==> config.mk <==
export PLATFORM = sky130hd
export DESIGN_NAME = adc_sample_clkdiv
export DESIGN_NICKNAME = d
export VERILOG_FILES = /design/src/rtl/adc_clkdiv_pkg.sv /design/src/rtl/acd_half_stage.sv /design/src/rtl/acd_div_stage.sv /design/src/rtl/acd_sample_stage.sv /design/src/rtl/adc_sample_clkdiv.sv
export SDC_FILE = /design/constraint.sdc
export NUM_CORES = 1
export LEC_CHECK = 0
export BUFFER_PORTS_ARGS = -buffer_cell sky130_fd_sc_hd__buf_2
export CAP_MARGIN = 20
export CORE_UTILIZATION = 40
export CTS_CLUSTER_SIZE = 28
export DETAILED_ROUTE_END_ITERATION = 10
export RECOVER_POWER = 25
export SETUP_SLACK_MARGIN = 0.5
export SYNTH_ARGS = -nofsm -noshare
export SYNTH_HDL_FRONTEND = slang
export SYNTH_SLANG_ARGS = --single-unit
==> constraint.sdc <==
create_clock -name clk_i -period 2.71 [get_ports clk_i]
set_input_delay 0.271 -clock clk_i [delete_from_list [all_inputs] [get_ports clk_i]]
set_output_delay 0.271 -clock clk_i [all_outputs]
set_load 0.05 [all_outputs]
==> src/rtl/adc_clkdiv_pkg.sv <==
package adc_clkdiv_pkg;
  localparam int CTRL_W          = 32;
  localparam int LEG_PRE_LSB     = 17;
  localparam int LEG_PRE_W       = 15;
  localparam int LEG_SCL_W       = 10;
  localparam int NEW_SCL_W       = 16;
  localparam int CONV_PER_SAMPLE = 12;

  function automatic int scl_width(bit legacy);
    return legacy ? LEG_SCL_W : NEW_SCL_W;
  endfunction
endpackage

==> src/rtl/acd_half_stage.sv <==
module acd_half_stage (
  input  logic clk_i,
  input  logic rst_ni,
  output logic tick_o
);
  logic t_q;

  always_ff @(posedge clk_i or negedge rst_ni) begin
    if (!rst_ni) t_q <= 1'b0;
    else         t_q <= ~t_q;
  end

  assign tick_o = t_q;

  assert_half_single_R9: assert property (@(posedge clk_i) disable iff (!rst_ni)
    tick_o |=> !tick_o);
endmodule

==> src/rtl/acd_div_stage.sv <==
module acd_div_stage #(
  parameter int W = 10
) (
  input  logic         clk_i,
  input  logic         rst_ni,
  input  logic         tick_i,
  input  logic [W-1:0] div_i,
  output logic         tick_o
);
  logic [W-1:0] cnt_q, div_q;
  logic         term;

  assign term = tick_i && (cnt_q == div_q);

  always_ff @(posedge clk_i or negedge rst_ni) begin
    if (!rst_ni) begin
      cnt_q <= '0;
      div_q <= '0;
    end else if (tick_i) begin
      if (cnt_q == div_q) begin
        cnt_q <= '0;
        div_q <= div_i;   // new divisor only at terminal count
      end else begin
        cnt_q <= cnt_q + 1'b1;
      end
    end
  end

  assign tick_o = term;

  assert_cnt_in_range_R8: assert property (@(posedge clk_i) disable iff (!rst_ni)
    cnt_q <= div_q);
  assert_div_held_R8: assert property (@(posedge clk_i) disable iff (!rst_ni)
    !term |=> $stable(div_q));
endmodule

==> src/rtl/acd_sample_stage.sv <==
module acd_sample_stage #(
  parameter int N = 12
) (
  input  logic clk_i,
  input  logic rst_ni,
  input  logic tick_i,
  output logic tick_o
);
  localparam int CW = $clog2(N);
  localparam logic [CW-1:0] LAST = CW'(N - 1);

  logic [CW-1:0] cnt_q;

  always_ff @(posedge clk_i or negedge rst_ni) begin
    if (!rst_ni) cnt_q <= '0;
    else if (tick_i) cnt_q <= (cnt_q == LAST) ? '0 : cnt_q + 1'b1;
  end

  assign tick_o = tick_i && (cnt_q == LAST);

  assert_sample_cnt_R6: assert property (@(posedge clk_i) disable iff (!rst_ni)
    cnt_q <= LAST);
  assert_sample_wrap_R6: assert property (@(posedge clk_i) disable iff (!rst_ni)
    tick_o |=> (cnt_q == '0));
endmodule

==> src/rtl/adc_sample_clkdiv.sv <==
module adc_sample_clkdiv
  import adc_clkdiv_pkg::*;
#(
  parameter bit          LEGACY_LAYOUT = 1'b1,
  parameter int          ADDR_W        = 8,
  parameter int          CTRL_ADDR     = 'h0C,
  parameter int          SAMPLE_DIV    = CONV_PER_SAMPLE
) (
  input  logic              clk_i,
  input  logic              rst_ni,
  input  logic              cfg_we_i,
  input  logic [ADDR_W-1:0] cfg_addr_i,
  input  logic [CTRL_W-1:0] cfg_wdata_i,
  output logic              conv_tick_o,
  output logic              sample_tick_o
);
  localparam int SCL_W = scl_width(LEGACY_LAYOUT);

  logic             ctrl_wr;
  logic             half_tick, pre_tick, conv_tick;
  logic [SCL_W-1:0] scl_q;
  logic             unused_wdata;

  assign ctrl_wr      = cfg_we_i && (cfg_addr_i == ADDR_W'(CTRL_ADDR));
  assign unused_wdata = ^cfg_wdata_i;

  always_ff @(posedge clk_i or negedge rst_ni) begin
    if (!rst_ni)      scl_q <= '0;
    else if (ctrl_wr) scl_q <= cfg_wdata_i[SCL_W-1:0];
  end

  acd_half_stage u_half (
    .clk_i  (clk_i),
    .rst_ni (rst_ni),
    .tick_o (half_tick)
  );

  generate
    if (LEGACY_LAYOUT) begin : g_pre
      logic [LEG_PRE_W-1:0] pre_q;

      always_ff @(posedge clk_i or negedge rst_ni) begin
        if (!rst_ni)      pre_q <= '0;
        else if (ctrl_wr) pre_q <= cfg_wdata_i[LEG_PRE_LSB +: LEG_PRE_W];
      end

      acd_div_stage #(.W(LEG_PRE_W)) u_pre (
        .clk_i  (clk_i),
        .rst_ni (rst_ni),
        .tick_i (half_tick),
        .div_i  (pre_q),
        .tick_o (pre_tick)
      );

      assert_pre_hold_R7: assert property (@(posedge clk_i) disable iff (!rst_ni)
        !ctrl_wr |=> $stable(pre_q));
    end else begin : g_nopre
      assign pre_tick = half_tick;
    end
  endgenerate

  acd_div_stage #(.W(SCL_W)) u_scl (
    .clk_i  (clk_i),
    .rst_ni (rst_ni),
    .tick_i (pre_tick),
    .div_i  (scl_q),
    .tick_o (conv_tick)
  );

  acd_sample_stage #(.N(SAMPLE_DIV)) u_smp (
    .clk_i  (clk_i),
    .rst_ni (rst_ni),
    .tick_i (conv_tick),
    .tick_o (sample_tick_o)
  );

  assign conv_tick_o = conv_tick;

  assert_scl_hold_R7: assert property (@(posedge clk_i) disable iff (!rst_ni)
    !ctrl_wr |=> $stable(scl_q));
  assert_conv_single_R9: assert property (@(posedge clk_i) disable iff (!rst_ni)
    conv_tick_o |=> !conv_tick_o);
  assert_sample_on_conv_R6: assert property (@(posedge clk_i) disable iff (!rst_ni)
    sample_tick_o |-> conv_tick_o);
endmodule

==> summary.md <==
| Metric | Value |
|---|---|
| PD cells | 972 nW/µm² |
| Final hold viol count | 0 |
| Synth Area in Compound Gates | 6.40% |
| Ports | 45 |
| Setup crit end kind | output pin |
| Clock slew at reported path FFs | 0.09 ns |
| Finish-stage setup viols | 0 |
| Global-route wire length before repair | 11.9 mm |
| TritonCTS clock tree | done |
| Reg-to-reg endpoint | g_pre.u_pre.cnt_q[0]$_DFFE_PN0P_ |
| CP Class | reg2out |
| IO Port Bufs | 37 |
| Pin count of the biggest net entering global routing | 81 |
| Fin nets | 425 |
| Mapped Area | 3770 µm² |
| Final wirelength | 6.92 mm |
| Maximum root-to-sink buffer count | 2 |
| Setup_tns | 0 ns |
| Post-synthesis adder-cell area fraction | 0.994% |
| Period utilisation layout | 84.5% |
| Global Route Usage Sum | 15.5% |
| Root buffer cell | clkbuf_8 |
| Max Slew Vio Count | 0 |
| Switch share | 40.5% |
| Syn Inst Count | 333 |
| Hold Crit Start | cfg_wdata_i[31] |
| Synth-to-layout area growth | 15.9% |
| Clock network fraction of total power | 18.5% |
| Crit path largest cell delay | 0.44 ns |
| Arr. time, crit path | 2.02 ns |
| Worst r2r path cells | 6 |
| Logic pwr share | 41.0% |
| Final WS setup | 0.421 ns |
| DP HPWL | 4.76 mm |
| Worst slew pin tran | 0.948 ns |
| Avg Inst Size Synth | 11.3 µm² |
| Reg-to-reg critical path startpoint | g_pre.u_pre.cnt_q[7]$_DFFE_PN0P_ |
| CP max FO | 4 |
| CP required | 2.44 ns |
| Flop pwr share | 40.4% |
| Starting DRT DRC Count | 88 |
| Die area | 9830 µm² |
| Clock Latency Late Sink | 0.35 ns |
| FP Rows | 35 |
| Share of layout cells above drive strength 1 | 32.3% |
| Via count | 2,543 |
| Remaining antenna violation count | 0 |
| Worst path cell trace | xnor2_1 -> nand4_1 -> nor4_4 -> nand2_4 -> nor2_4 -> buf_6 |
| Worst Hold Path Cells | 2 |
| Mux cell area share after synthesis | 11.9% |
| DRC | 0 |
| Final Wtd Congestion | 0.734 |
| CTS buffer count | 9 |
| Die Height | 99.1 µm |
| Vias per cell | 5.14 |
| Max Fclk | 437 MHz |
| Clk sinks | 80 |
| Die Wd | 99.1 µm |
| Simple-gate area share of the yosys netlist | 17.1% |
| Drt pass-1 iters | 4 |
| Post-Syn Nets | 379 |
| Sw power | 1.72 mW |
| Seq/Total Area, Yosys | 53.0% |
| Startpoint types | flop |
| Initial antenna violation count | 0 |
| Drt wl/cell | 14.0 µm |
| Pre-CTS setup slack | 0.391 ns |
| Max-cap violations | 0 |
| Total gr overflow | 0 |
| Tmin final | 2.29 ns |
| Worst min-delay path class | in2reg |
| Clk_skew | 0.0116 ns |
| Main combinational cell family by area after synthesis | simple AND/OR/NAND/NOR gates |
| Max H-tree Level | 3 |
| Ant diodes | 0 |
| Initial core utilization | 41.0% |
| Post-synthesis cell type count | 40 |
| Internal power | 2.53 mW |
| Number of global-route vias before repair | 2,461 |
| Endpoint, Worst Hold | g_pre.pre_q[14]$_DFFE_PN0P_ |
| RSZ-0062 raised after global routing | true |
| Number of synthesis warnings | 0 |
| LEAKAGE | 2.17 nW |
| Status | finished, final reports clean |
| Peak VDD IR | 0.000601 V |
| Slowest cell on crit path | nor4_4 |
| Critical Path Source | g_pre.u_pre.cnt_q[1]$_DFFE_PN0P_ |
| CORE AREA | 9200 µm² |
| Headroom to the max-slew limit | 36.8% |
| Register-to-register setup slack | 0.53 ns |
| Synth Register Bits | 80 |
| Xor and xnor area share after synthesis | 7.89% |
-- what timing repair did --
action                                 4_1_cts  5_1_grt
setup endpoints to repair                   20       43
gates resized for setup                      9       13
hold buffers                                 0        1
setup buffers                                1        5
endpoints found under the hold margin        0        9
gates cloned                                 0        0
pin swaps                                    6        6
-- final cells by class --
cell class	count	area, µm²
Clock inverter	7	53.8
Fill cell	861	4820
Sequential cell	80	2010
Tap cell	111	139
Clock buffer	9	124
Timing Repair Buffer	49	297
Inverter	3	11.3
Multi-Input combinational cell	236	1750
-- worst max-delay path by stage --
stage,end
after floorplan,sample_tick_o
after global placement,u_scl.cnt_q[0]$_DFFE_PN0N_
after detailed placement,u_smp.cnt_q[3]$_DFFE_PN0P_
after CTS,sample_tick_o
after global routing,g_pre.u_pre.cnt_q[0]$_DFFE_PN0P_
final,sample_tick_o
-- registers in the layout, indices dropped and copies added (netlist names) --
signal	cells
g_pre.pre_q	15
g_pre.u_pre.cnt_q	15
u_scl.cnt_q	10
u_smp.cnt_q	4
scl_q	10
u_half.tick_o	1
u_scl.div_q	10
g_pre.u_pre.div_q	15
-- critical path: cells and delay by family (launching register included) --
kind          cells  cell delay, ns
buf+inv           1            0.16
flops             1            0.42
xor+xnor          1            0.18
simple gates      4            0.92
-- placed cells by master, fill, tap and decap left out, types with 5 or more instances in the layout --
master	instances
o21ai_0	10
o31ai_2	5
clkbuf_8	9
xnor2_1	17
nand4_1	8
nor2_1	14
and3_1	7
mux2_2	32
buf_4	9
dfrtp_1	77
xor2_1	14
nand3_1	12
mux2_4	6
buf_2	34
nand2_1	63
-- cells by family after synthesis --
logic type | count (synthesis)
flip-flops | 80
multiplexers | 38
adder cells (fa/ha/maj) | 3
XOR/XNOR | 34
AO/OA/AOI/OAI | 31
buffers and inverters | 17
AND/OR/NAND/NOR | 130
-- cell usage after synthesis, drive strengths merged --
| cell type | number | area (µm²) |
|---|---|---|
| dfrtp | 80 | 2000 |
| nand2 | 65 | 254 |
| mux2 | 38 | 450 |
| xnor2 | 20 | 175 |
| nor2 | 15 | 56.3 |
| xor2 | 14 | 123 |
| nand3 | 12 | 60.1 |
| buf | 10 | 73.8 |
| o21ai | 10 | 50.1 |
| nand4 | 8 | 50.1 |
| a2bb2oi | 7 | 80.1 |
| and3 | 7 | 43.8 |
| o31ai | 7 | 52.6 |
| a22o | 4 | 35.0 |
| and2 | 4 | 25.0 |
| clkbuf | 4 | 15.0 |
| nor4 | 4 | 52.6 |
| ha | 3 | 37.5 |
| inv | 3 | 11.3 |
| nor2b | 3 | 18.8 |
| nor3 | 3 | 15.0 |
| nand4b | 2 | 17.5 |
| a22oi | 1 | 7.51 |
| and4 | 1 | 8.76 |
| nand2b | 1 | 6.26 |
| nand3b | 1 | 7.51 |
| nor3b | 1 | 7.51 |
| nor4b | 1 | 8.76 |
| o211ai | 1 | 7.51 |
| o2bb2ai | 1 | 8.76 |
| or3 | 1 | 6.26 |
| or4 | 1 | 7.51 |
-- metal layers --
| metal | vias to the layer above | GRT usage (%) | part of all wire (%) |
|---|---|---|---|
| met1 | 1255 | 22.6 | 50 |
| met4 | 0 | 4.75 | 1.0 |
| met2 | 37 | 23.3 | 46 |
| met5 | - | 0 | 0 |
| li1 | 1245 | - | - |
| met3 | 6 | 3.44 | 2.9 |
-- stage by stage --
stage / cells / util [%] / power (mW) / cell area, µm² / hold WS, ns
global placement: 471 / 44.0 / 3.24 / 4050 / 0.449
global route: 495 / 47.6 / 4.55 / 4380 / 0.128
detailed placement: 471 / 44.0 / 3.28 / 4050 / 0.452
floorplan: 333 / - / 2.94 / 3780 / -0.0246
finish: 495 / 47.6 / 4.25 / 4380 / 0.147
CTS: 488 / 46.4 / 4.10 / 4260 / 0.135
-- power by group through the flow --
stage	registers, mW	clock network (mW)	logic (mW)
finish	1.72	0.789	1.74
floorplan	1.64	0	1.30
global route	1.75	0.868	1.93
detailed placement	1.73	0	1.55
CTS	1.72	0.819	1.57
global placement	1.72	0	1.52
Power figures use the tool's default switching activity.
